File: config.mk
export PLATFORM = sky130hd
export DESIGN_NAME = byte_machine
export DESIGN_NICKNAME = d
export VERILOG_FILES = /design/src/rtl/byte_machine_pkg.sv /design/src/rtl/bm_regfile.sv /design/src/rtl/bm_alu.sv /design/src/rtl/bm_sequencer.sv /design/src/rtl/byte_machine.sv
export SDC_FILE = /design/constraint.sdc
export NUM_CORES = 1
export LEC_CHECK = 0
export BUFFER_PORTS_ARGS = -buffer_cell sky130_fd_sc_hd__buf_4
export CAP_MARGIN = 5
export CORE_UTILIZATION = 45
export CTS_BUF_LIST = sky130_fd_sc_hd__clkbuf_4
export CTS_CLUSTER_DIAMETER = 80
export DETAILED_ROUTE_END_ITERATION = 8
export GPL_TIMING_DRIVEN = 0
export SYNTH_ARGS = -nofsm -noshare
export SYNTH_HDL_FRONTEND = slang
export SYNTH_SLANG_ARGS = --single-unit
File: constraint.sdc
create_clock -name clk_i -period 3.85 [get_ports clk_i]
set_clock_uncertainty 0.05 [all_clocks]
set_input_delay 0 -clock clk_i [delete_from_list [all_inputs] [get_ports clk_i]]
set_output_delay 0 -clock clk_i [all_outputs]
set_load 0.005 [all_outputs]
File: src/rtl/byte_machine_pkg.sv
package byte_machine_pkg;

  localparam int DW    = 8;
  localparam int AW    = 8;
  localparam int NREGS = 16;
  localparam int OPW   = 4;

  localparam logic [OPW-1:0] OPC_LDM = 4'h1;
  localparam logic [OPW-1:0] OPC_LDI = 4'h2;
  localparam logic [OPW-1:0] OPC_STM = 4'h3;
  localparam logic [OPW-1:0] OPC_ADD = 4'h5;
  localparam logic [OPW-1:0] OPC_OR  = 4'h7;
  localparam logic [OPW-1:0] OPC_AND = 4'h8;
  localparam logic [OPW-1:0] OPC_XOR = 4'h9;
  localparam logic [OPW-1:0] OPC_HLT = 4'hC;

  typedef enum logic [2:0] {
    ST_FHI, ST_FLO, ST_DEC, ST_EXE, ST_LWB, ST_HLT
  } seq_st_e;

  typedef enum logic [1:0] {ALU_ADD, ALU_OR, ALU_AND, ALU_XOR} alu_op_e;

  typedef enum logic [1:0] {WB_ALU, WB_IMM, WB_MEM} wb_sel_e;

  // opcodes that continue execution (halt excluded)
  function automatic logic op_runs(logic [OPW-1:0] op);
    return (op == OPC_LDM) || (op == OPC_LDI) || (op == OPC_STM) ||
           (op == OPC_ADD) || (op == OPC_OR)  || (op == OPC_AND) ||
           (op == OPC_XOR);
  endfunction

  function automatic logic op_alu(logic [OPW-1:0] op);
    return (op == OPC_ADD) || (op == OPC_OR) || (op == OPC_AND) || (op == OPC_XOR);
  endfunction

endpackage

File: src/rtl/bm_regfile.sv
module bm_regfile #(
  parameter int DW    = 8,
  parameter int NREGS = 16,
  localparam int RAW  = $clog2(NREGS)
) (
  input  logic           clk_i,
  input  logic           rst_ni,
  input  logic           we_i,
  input  logic [RAW-1:0] waddr_i,
  input  logic [DW-1:0]  wdata_i,
  input  logic [RAW-1:0] ra_i,
  input  logic [RAW-1:0] rb_i,
  input  logic [RAW-1:0] rc_i,
  output logic [DW-1:0]  da_o,
  output logic [DW-1:0]  db_o,
  output logic [DW-1:0]  dc_o
);

  logic [DW-1:0] regs_q [NREGS];

  for (genvar g = 0; g < NREGS; g++) begin : g_reg
    always_ff @(posedge clk_i or negedge rst_ni) begin
      if (!rst_ni)                               regs_q[g] <= '0;
      else if (we_i && (waddr_i == RAW'(g)))     regs_q[g] <= wdata_i;
    end
  end

  assign da_o = regs_q[ra_i];
  assign db_o = regs_q[rb_i];
  assign dc_o = regs_q[rc_i];

endmodule

File: src/rtl/bm_alu.sv
module bm_alu
  import byte_machine_pkg::*;
#(
  parameter int DW = 8
) (
  input  alu_op_e       op_i,
  input  logic [DW-1:0] a_i,
  input  logic [DW-1:0] b_i,
  output logic [DW-1:0] y_o
);

  always_comb begin
    unique case (op_i)
      ALU_ADD: y_o = a_i + b_i;  // carry dropped
      ALU_OR:  y_o = a_i | b_i;
      ALU_AND: y_o = a_i & b_i;
      ALU_XOR: y_o = a_i ^ b_i;
      default: y_o = '0;
    endcase
  end

endmodule

File: src/rtl/bm_sequencer.sv
module bm_sequencer
  import byte_machine_pkg::*;
#(
  parameter int DW  = 8,
  parameter int AW  = 8,
  parameter int RAW = 4,
  localparam int IW = 2 * DW
) (
  input  logic           clk_i,
  input  logic           rst_ni,
  input  logic [DW-1:0]  mem_rdata_i,
  output logic [AW-1:0]  mem_addr_o,
  output logic           mem_rd_o,
  output logic           mem_wr_o,
  output logic [RAW-1:0] rd_o,
  output logic [RAW-1:0] rs_o,
  output logic [RAW-1:0] rt_o,
  output logic [AW-1:0]  imm_o,
  output logic           rf_we_o,
  output wb_sel_e        wb_sel_o,
  output alu_op_e        alu_op_o,
  output logic           halted_o
);

  seq_st_e          st_q, st_d;
  logic [AW-1:0]    pc_q;
  logic [IW-1:0]    ir_q;
  logic [OPW-1:0]   opc;

  assign opc   = ir_q[IW-1 -: OPW];
  assign rd_o  = ir_q[IW-OPW-1 -: RAW];
  assign imm_o = ir_q[AW-1:0];
  assign rs_o  = imm_o[2*RAW-1:RAW];
  assign rt_o  = imm_o[RAW-1:0];

  always_comb begin
    st_d = st_q;
    unique case (st_q)
      ST_FHI: st_d = ST_FLO;
      ST_FLO: st_d = ST_DEC;
      ST_DEC: st_d = ST_EXE;
      ST_EXE: begin
        if (opc == OPC_LDM)   st_d = ST_LWB;
        else if (op_runs(opc)) st_d = ST_FHI;
        else                   st_d = ST_HLT;  // halt and every undefined code
      end
      ST_LWB: st_d = ST_FHI;
      default: st_d = ST_HLT;
    endcase
  end

  always_ff @(posedge clk_i or negedge rst_ni) begin
    if (!rst_ni) begin
      st_q <= ST_FHI;
      pc_q <= '0;
      ir_q <= '0;
    end else begin
      st_q <= st_d;
      if (st_q == ST_FLO) ir_q[IW-1:DW] <= mem_rdata_i;
      if (st_q == ST_DEC) begin
        ir_q[DW-1:0] <= mem_rdata_i;
        pc_q         <= pc_q + AW'(2);
      end
    end
  end

  always_comb begin
    mem_rd_o   = 1'b0;
    mem_wr_o   = 1'b0;
    mem_addr_o = imm_o;
    unique case (st_q)
      ST_FHI: begin mem_rd_o = 1'b1; mem_addr_o = pc_q;          end
      ST_FLO: begin mem_rd_o = 1'b1; mem_addr_o = pc_q + AW'(1); end
      ST_EXE: begin
        mem_rd_o = (opc == OPC_LDM);
        mem_wr_o = (opc == OPC_STM);
      end
      default: ;
    endcase
  end

  assign rf_we_o  = ((st_q == ST_EXE) && ((opc == OPC_LDI) || op_alu(opc))) ||
                    (st_q == ST_LWB);
  assign wb_sel_o = (st_q == ST_LWB) ? WB_MEM : (opc == OPC_LDI) ? WB_IMM : WB_ALU;

  always_comb begin
    unique case (opc)
      OPC_OR:  alu_op_o = ALU_OR;
      OPC_AND: alu_op_o = ALU_AND;
      OPC_XOR: alu_op_o = ALU_XOR;
      default: alu_op_o = ALU_ADD;
    endcase
  end

  assign halted_o = (st_q == ST_HLT);

  a_r2_pc_step: assert property (@(posedge clk_i) disable iff (!rst_ni)
    (st_q == ST_DEC) |=> (pc_q == $past(pc_q) + AW'(2)));

  a_r2_pc_hold: assert property (@(posedge clk_i) disable iff (!rst_ni)
    (st_q != ST_DEC) |=> $stable(pc_q));

  a_r3_load_writeback: assert property (@(posedge clk_i) disable iff (!rst_ni)
    (mem_rd_o && (st_q == ST_EXE)) |=> (rf_we_o && (wb_sel_o == WB_MEM)));

  a_r8_halt_sticky: assert property (@(posedge clk_i) disable iff (!rst_ni)
    halted_o |=> halted_o);

  a_r8_quiet_halted: assert property (@(posedge clk_i) disable iff (!rst_ni)
    halted_o |-> (!mem_wr_o && !mem_rd_o && !rf_we_o));

  a_r9_undef_halts: assert property (@(posedge clk_i) disable iff (!rst_ni)
    ((st_q == ST_EXE) && !op_runs(opc)) |=> halted_o);

  a_r10_rd_wr_excl: assert property (@(posedge clk_i) disable iff (!rst_ni)
    !(mem_rd_o && mem_wr_o));

endmodule

File: src/rtl/byte_machine.sv
module byte_machine
  import byte_machine_pkg::*;
(
  input  logic          clk_i,
  input  logic          rst_ni,
  output logic [AW-1:0] mem_addr_o,
  output logic          mem_rd_o,
  output logic          mem_wr_o,
  output logic [DW-1:0] mem_wdata_o,
  input  logic [DW-1:0] mem_rdata_i,
  output logic          halted_o
);

  localparam int RAW = $clog2(NREGS);

  logic [RAW-1:0] rd, rs, rt;
  logic [AW-1:0]  imm;
  logic           rf_we;
  wb_sel_e        wb_sel;
  alu_op_e        alu_op;
  logic [DW-1:0]  d_s, d_t, d_r, alu_y, wdata;

  bm_sequencer #(.DW(DW), .AW(AW), .RAW(RAW)) u_seq (
    .clk_i      (clk_i),
    .rst_ni     (rst_ni),
    .mem_rdata_i(mem_rdata_i),
    .mem_addr_o (mem_addr_o),
    .mem_rd_o   (mem_rd_o),
    .mem_wr_o   (mem_wr_o),
    .rd_o       (rd),
    .rs_o       (rs),
    .rt_o       (rt),
    .imm_o      (imm),
    .rf_we_o    (rf_we),
    .wb_sel_o   (wb_sel),
    .alu_op_o   (alu_op),
    .halted_o   (halted_o)
  );

  bm_regfile #(.DW(DW), .NREGS(NREGS)) u_rf (
    .clk_i  (clk_i),
    .rst_ni (rst_ni),
    .we_i   (rf_we),
    .waddr_i(rd),
    .wdata_i(wdata),
    .ra_i   (rs),
    .rb_i   (rt),
    .rc_i   (rd),
    .da_o   (d_s),
    .db_o   (d_t),
    .dc_o   (d_r)
  );

  bm_alu #(.DW(DW)) u_alu (
    .op_i(alu_op),
    .a_i (d_s),
    .b_i (d_t),
    .y_o (alu_y)
  );

  always_comb begin
    unique case (wb_sel)
      WB_IMM:  wdata = DW'(imm);
      WB_MEM:  wdata = mem_rdata_i;
      default: wdata = alu_y;
    endcase
  end

  assign mem_wdata_o = d_r;

  a_r1_reset_quiet: assert property (@(posedge clk_i)
    !rst_ni |-> (!halted_o && !mem_wr_o));

endmodule

# --- Yosys cells after proc, flatten, opt, wreduce, memory -nomap -nowiden ---
# Index checks and enable logic that the tools add are counted.
# W data, S select, Z words.
word_totals:
  regBits: 155
  in_bits: 10
  out_inout_bits: 19
  wordCells: 116
classes:
  addsub: 3
  n_lt_le_gt_ge: 3
  n_eq_ne: 32
  n_mux: 20
  n_bitwise: 6
  n_reduce_logical: 32
ops:
  columns: ["cell", "count"]
  rows:
  - ["$bmux W8 S4", 3]
  - ["$mux W8", 6]
  - ["$eq A4 B4 Y1 const B", 10]
  - ["$pmux W8 S2", 2]
  - ["$pmux W8 S4", 1]
  - ["$eq A4 B3 Y1 const B", 6]
  - ["$logic_and A1 B1 Y1", 17]
  - ["$eq A4 B2 Y1 const B", 4]
  - ["$ge A5 B5 Y1 const B", 3]
  - ["$not A4 Y5", 3]
  - ["$pmux W3 S5", 1]
  - ["$logic_or A1 B1 Y1", 11]
  - ["$add A8 B1 Y8 const B", 1]
  - ["$add A8 B2 Y8 const B", 1]
  - ["$add A8 B8 Y8", 1]
  - ["$and A8 B8 Y8", 1]
  - ["$eq A4 B1 Y1 const B", 2]
  - ["$or A8 B8 Y8", 1]
  - ["$xor A8 B8 Y8", 1]
  - ["$eq A2 B2 Y1 const B", 3]
  - ["$eq A3 B2 Y1 const B", 2]
  - ["$eq A3 B3 Y1 const B", 2]
  - ["$mux W3", 2]
  - ["$pmux W2 S3", 1]
  - ["other kinds (9)", 11]

# --- Depth between registers and ports, before layout ---
depth:
  depth_word: 10
  ltp_mapped: 14
  ltp_nobuf: 11

# --- Hierarchy ---
# From an unflattened synthesis, not the netlist that was laid out.
hier_totals:
  cells_unflattened: 751
  hier_area_um2: 10078.4
by_module_without_submodules:
  columns: ["module", "n_inst", "cells_each", "area_each_um2", "seq_area_each_um2"]
  rows:
  - ["bm_regfile", 1, 504, 7785.0, 3203.1]
  - ["bm_sequencer", 1, 118, 1410.1, 650.6]
  - ["bm_alu", 1, 98, 690.7, 0.0]
  - ["byte_machine", 1, 31, 192.7, 0.0]

# --- Worst setup path before layout ---
# OpenSTA, ideal clock, no wires.
synth_timing:
  path_type: "flip-flop to flip-flop"
  from: "reg u_seq.ir_q[4]"
  to: "reg u_rf.regs_q[15] (netlist name)"
  setup_ns: 0.065
  t_arrival_ns: 3.828
  required_ns: 3.735
  slack_ns: -0.093
  path_stages_with_launch: 14
  path_buffers: 3
  synth_period_minus_slack_ns: 3.943
  cell_sequence: "dfrtp_1 clkbuf_1 buf_2 mux4_2 mux4_2 inv_1 ha_1 a211oi_1 o31ai_1 a31oi_1 xor2_1 o41ai_2 clkbuf_1 mux2_2"
synth_via:
  elab_chain_len: 7
  elab_cells_between_ends: 10
  cone_classes: "add/sub: 1; mux: 5; bitwise: 4"
synth_lines:
  columns: ["item", "line_no", "source"]
  rows:
  - ["from (decl)", "bm_sequencer.sv:27", "logic [IW-1:0] ir_q;"]
  - ["from (signal, indexed assignment)", "bm_sequencer.sv:59", "if (st_q == ST_FLO) ir_q[IW-1:DW] <= mem_rdata_i;"]
  - ["from (signal, indexed assignment)", "bm_sequencer.sv:61", "ir_q[DW-1:0] <= mem_rdata_i;"]
  - ["$not A4 Y5 (not written as such) *", "bm_regfile.sv:28", "assign da_o = regs_q[ra_i];"]
  - ["$bmux W8 S4 *", "bm_regfile.sv:28", null]
  - ["$mux W8 (not written as such) * (2 in a row)", "bm_regfile.sv:28", null]
  - ["$add A8 B8 Y8, or another cell as far along", "bm_alu.sv:14", "ALU_ADD: y_o = a_i + b_i;"]
  - ["$pmux W8 S4 *", "bm_alu.sv:13", "unique case (op_i)"]
  - ["$pmux W8 S2 *", "byte_machine.sv:62", "unique case (wb_sel)"]
  - ["to (signal, indexed assignment)", "bm_regfile.sv:24", "else if (we_i && (waddr_i == RAW'(g))) regs_q[g] <= wdata_i;"]
  - ["to (decl)", "bm_regfile.sv:19", "logic [DW-1:0] regs_q [NREGS];"]
# Mark *: on every way between the ends. The rest lies on a longest branch, timed or not. The select of a mux whose other input is x is not followed.
# A chain may end at the register's enable or synchronous reset.

# --- Worst setup path after layout ---
layout_timing:
  from: "reg u_seq.ir_q[5]"
  to: "reg u_rf.regs_q[94] (netlist name)"
# The elaborated chain is that of the path after synthesis.

==> metrics <==
synth-to-layout area growth=16.70%; CP Max Fanout=10; number of port buffers=28; clk_lat worst skew=600 ps; syn_area_per_cell=14.37 sq um; CP required=4290 ps; Placed Instances=989; nature of the critical path endpoint=flop; Tmin final=3852 ps; Critical Path Source Type=flop; synthesized flop and latch total=154; R2R setup slack=-2 ps; Max Slew Vio Count=0; # rows=53; full die area=22,470 sq um; max-cap viol count=0; H-tree Lvls=4; crit share post-route=100.1%; Max Clk Rate=0.2596 GHz; Adder-Cell Fraction of Synth Area=2.364%; arrival time worst endpoint=4290 ps; Rel. slew slack=26.72%; DRT iter0 DRCs=745; Core Util, Final=54.14%; largest net degree at the start of global routing=83; share of post-route cells with drive strength above 1=56.14%; DRC Markers=0; clock buffer depth=2; Synthesized Nets=713; Vias=7,011; chip height=149.9 microns; NumNets Final=797; vias in the first global route=7,386; Seq/Total Area, Yosys=39.15%; Fin. Hold Viols=0; antenna violations before repair=1; Synth Instances=685; Ports=29; hold crit path type=input port to flop; Post-Synth Simple-Gate Area=6.151%; Cell Area, Synth=9844 sq um; Async S/R FF share, synth=100.0%; failing checks=setup timing; GPL Wtd Cong=0.8926; Total GRT Usage=30.02%; Main synth FF type=dfrtp_1; setup ws final=-1.962 ps; # fillers=1,740; Synth Warn #=0; CTS tree=done; ANT nets after route=0; xor and xnor area share after synthesis=0.9786%; Vias/cell=6.627; most frequent cells in the layout=dfrtp_1, mux2_2, mux4_2; TritonCTS Buffers=17; Final HPWL DP=20,080 microns; Compound-Gate Fraction of Synth Area=4.245%; Die X=149.9 microns; drt wl/cell=29.96 microns; area of the core=21,220 sq um; clk slew on worst S/H paths=130 ps; Starting Density=46.39%; leading cell type in the layout, fill and taps excluded=dfrtp_1; worst slew pin tran=1091 ps; total gr overflow=0; final setup vio count=1; Clk Tree Root Cell=clkbuf_4; largest family of logic cells by synthesized area=multiplexers; global-route wire length before repair=46,990 microns; number of enable flip-flop cells after synthesis=0; Detailed Routing Iterations Pass 1=5; routed wire length=31,700 microns; critical path type=flop to flop; mux cell area share after synthesis=43.72%; status=complete, but fails checks; fin cells=1,058; clk sinks=154; Netlist cell types=62
## cell type report
cell class / count / area, sq um / area share (%)
Multi-Input combinational cell: 455 / 5854 / 50.96
Sequential cell: 154 / 3856 / 33.57
Timing Repair Buffer: 70 / 648.1 / 5.641
Buffer: 50 / 446.7 / 3.888
Tap cell: 275 / 344.1 / 2.995
Clock buffer: 21 / 157.7 / 1.372
Clock inverter: 11 / 100.1 / 0.8713
Inverter: 21 / 78.83 / 0.6861
Antenna cell: 1 / 2.502 / 0.02178
## path summary, 6_finish.rpt
check,from,to,cells after the start
worst max register to register,u_seq.ir_q[5],u_rf.regs_q[94],14
worst max-delay path,u_seq.ir_q[5],u_rf.regs_q[94],14
max in group asynchronous,rst_ni,u_rf.regs_q[123],4
worst min-delay path,mem_rdata_i[4],u_seq.ir_q[12],4
min in group asynchronous,rst_ni,u_rf.regs_q[61],3
worst min register to register,u_seq.pc_q[7],u_seq.pc_q[7],1
## worst max-delay path: stages (launching register included)
cell,delay [ps]
dfrtp_2,510
clkbuf_4,370
mux4_2,350
mux4_2,520
ha_2,240
inv_1,100
fa_2,240
nor2b_2,60
o2111ai_2,190
a31oi_1,120
o21ai_1,270
a21oi_2,80
buf_4,170
buf_4,180
mux2_2,260
## metal layers
layer	wire length [microns]	GRT usage [%]	vias up	part of all wire, %
met5	0	0	-	0
met4	1873	16.16	0	5.9
met3	3170	8.933	135	10
met2	14640	46.62	404	46
met1	12020	37.82	3618	38
li1	-	-	2854	-
## registers in the layout, indices dropped and copies added (netlist names)
name and flops:
u_rf.regs_q 128, u_seq.pc_q 7, u_seq.st_q 3, u_seq.ir_q 16
## through the flow
step	hold WS, ps	setup TNS [ps]	worst slack [ps]	area (sq um)
finish	137.2	-1.962	-1.962	11490
CTS	107.5	-6.830	-6.377	11320
global route	159.0	-2212	-102.6	11490
global placement	185.3	-121030	-1473	10410
detailed placement	31.34	-119530	-1517	10440
floorplan	-345.6	0	103.3	9852
## what timing repair did
action | in CTS | in global routing
hold buffers | 11 | 0
gates resized for setup | 80 | 26
setup endpoints to repair | 128 | 82
gates cloned | 1 | 1
setup buffers | 25 | 3
pin swaps | 5 | 5
endpoints found under the hold margin | 192 | 0
## Yosys cell counts (all sizes together) (2+ instances only)
cell type	instances	area share, %
dfrtp	154	39
mux2	136	16
mux4	120	27
buf	32	1.7
nor2	29	1.2
nand2	26	1.1
clkbuf	23	0.88
a21oi	21	1.1
inv	21	0.80
ha	17	2.2
o21ai	17	0.86
o22ai	8	0.51
mux2i	7	0.71
nand3	7	0.58
nor3	7	0.58
xor2	6	0.53
a211oi	5	0.38
xnor2	5	0.44
a31oi	3	0.19
nand4	3	0.34
or3	3	0.19
and2b	2	0.15
nand2b	2	0.13
nor2b	2	0.13
nor3b	2	0.20
o2111ai	2	0.24
or2	2	0.13
or3b	2	0.18
## logic make-up (layout without fill, tap and decap cells)
family | Yosys count | count (layout)
muxes | 263 | 263
DFF | 154 | 154
and+or+nand+nor | 97 | 97
buffers and inverters | 76 | 173
AOI/OAI and AO/OA | 66 | 66
adders and majority gates | 18 | 18
xor gates and xnor gates | 11 | 11
other | 0 | 1
Power is not shown: default switching activity piles up to over one toggle a cycle in this logic, so the estimate is an artifact.
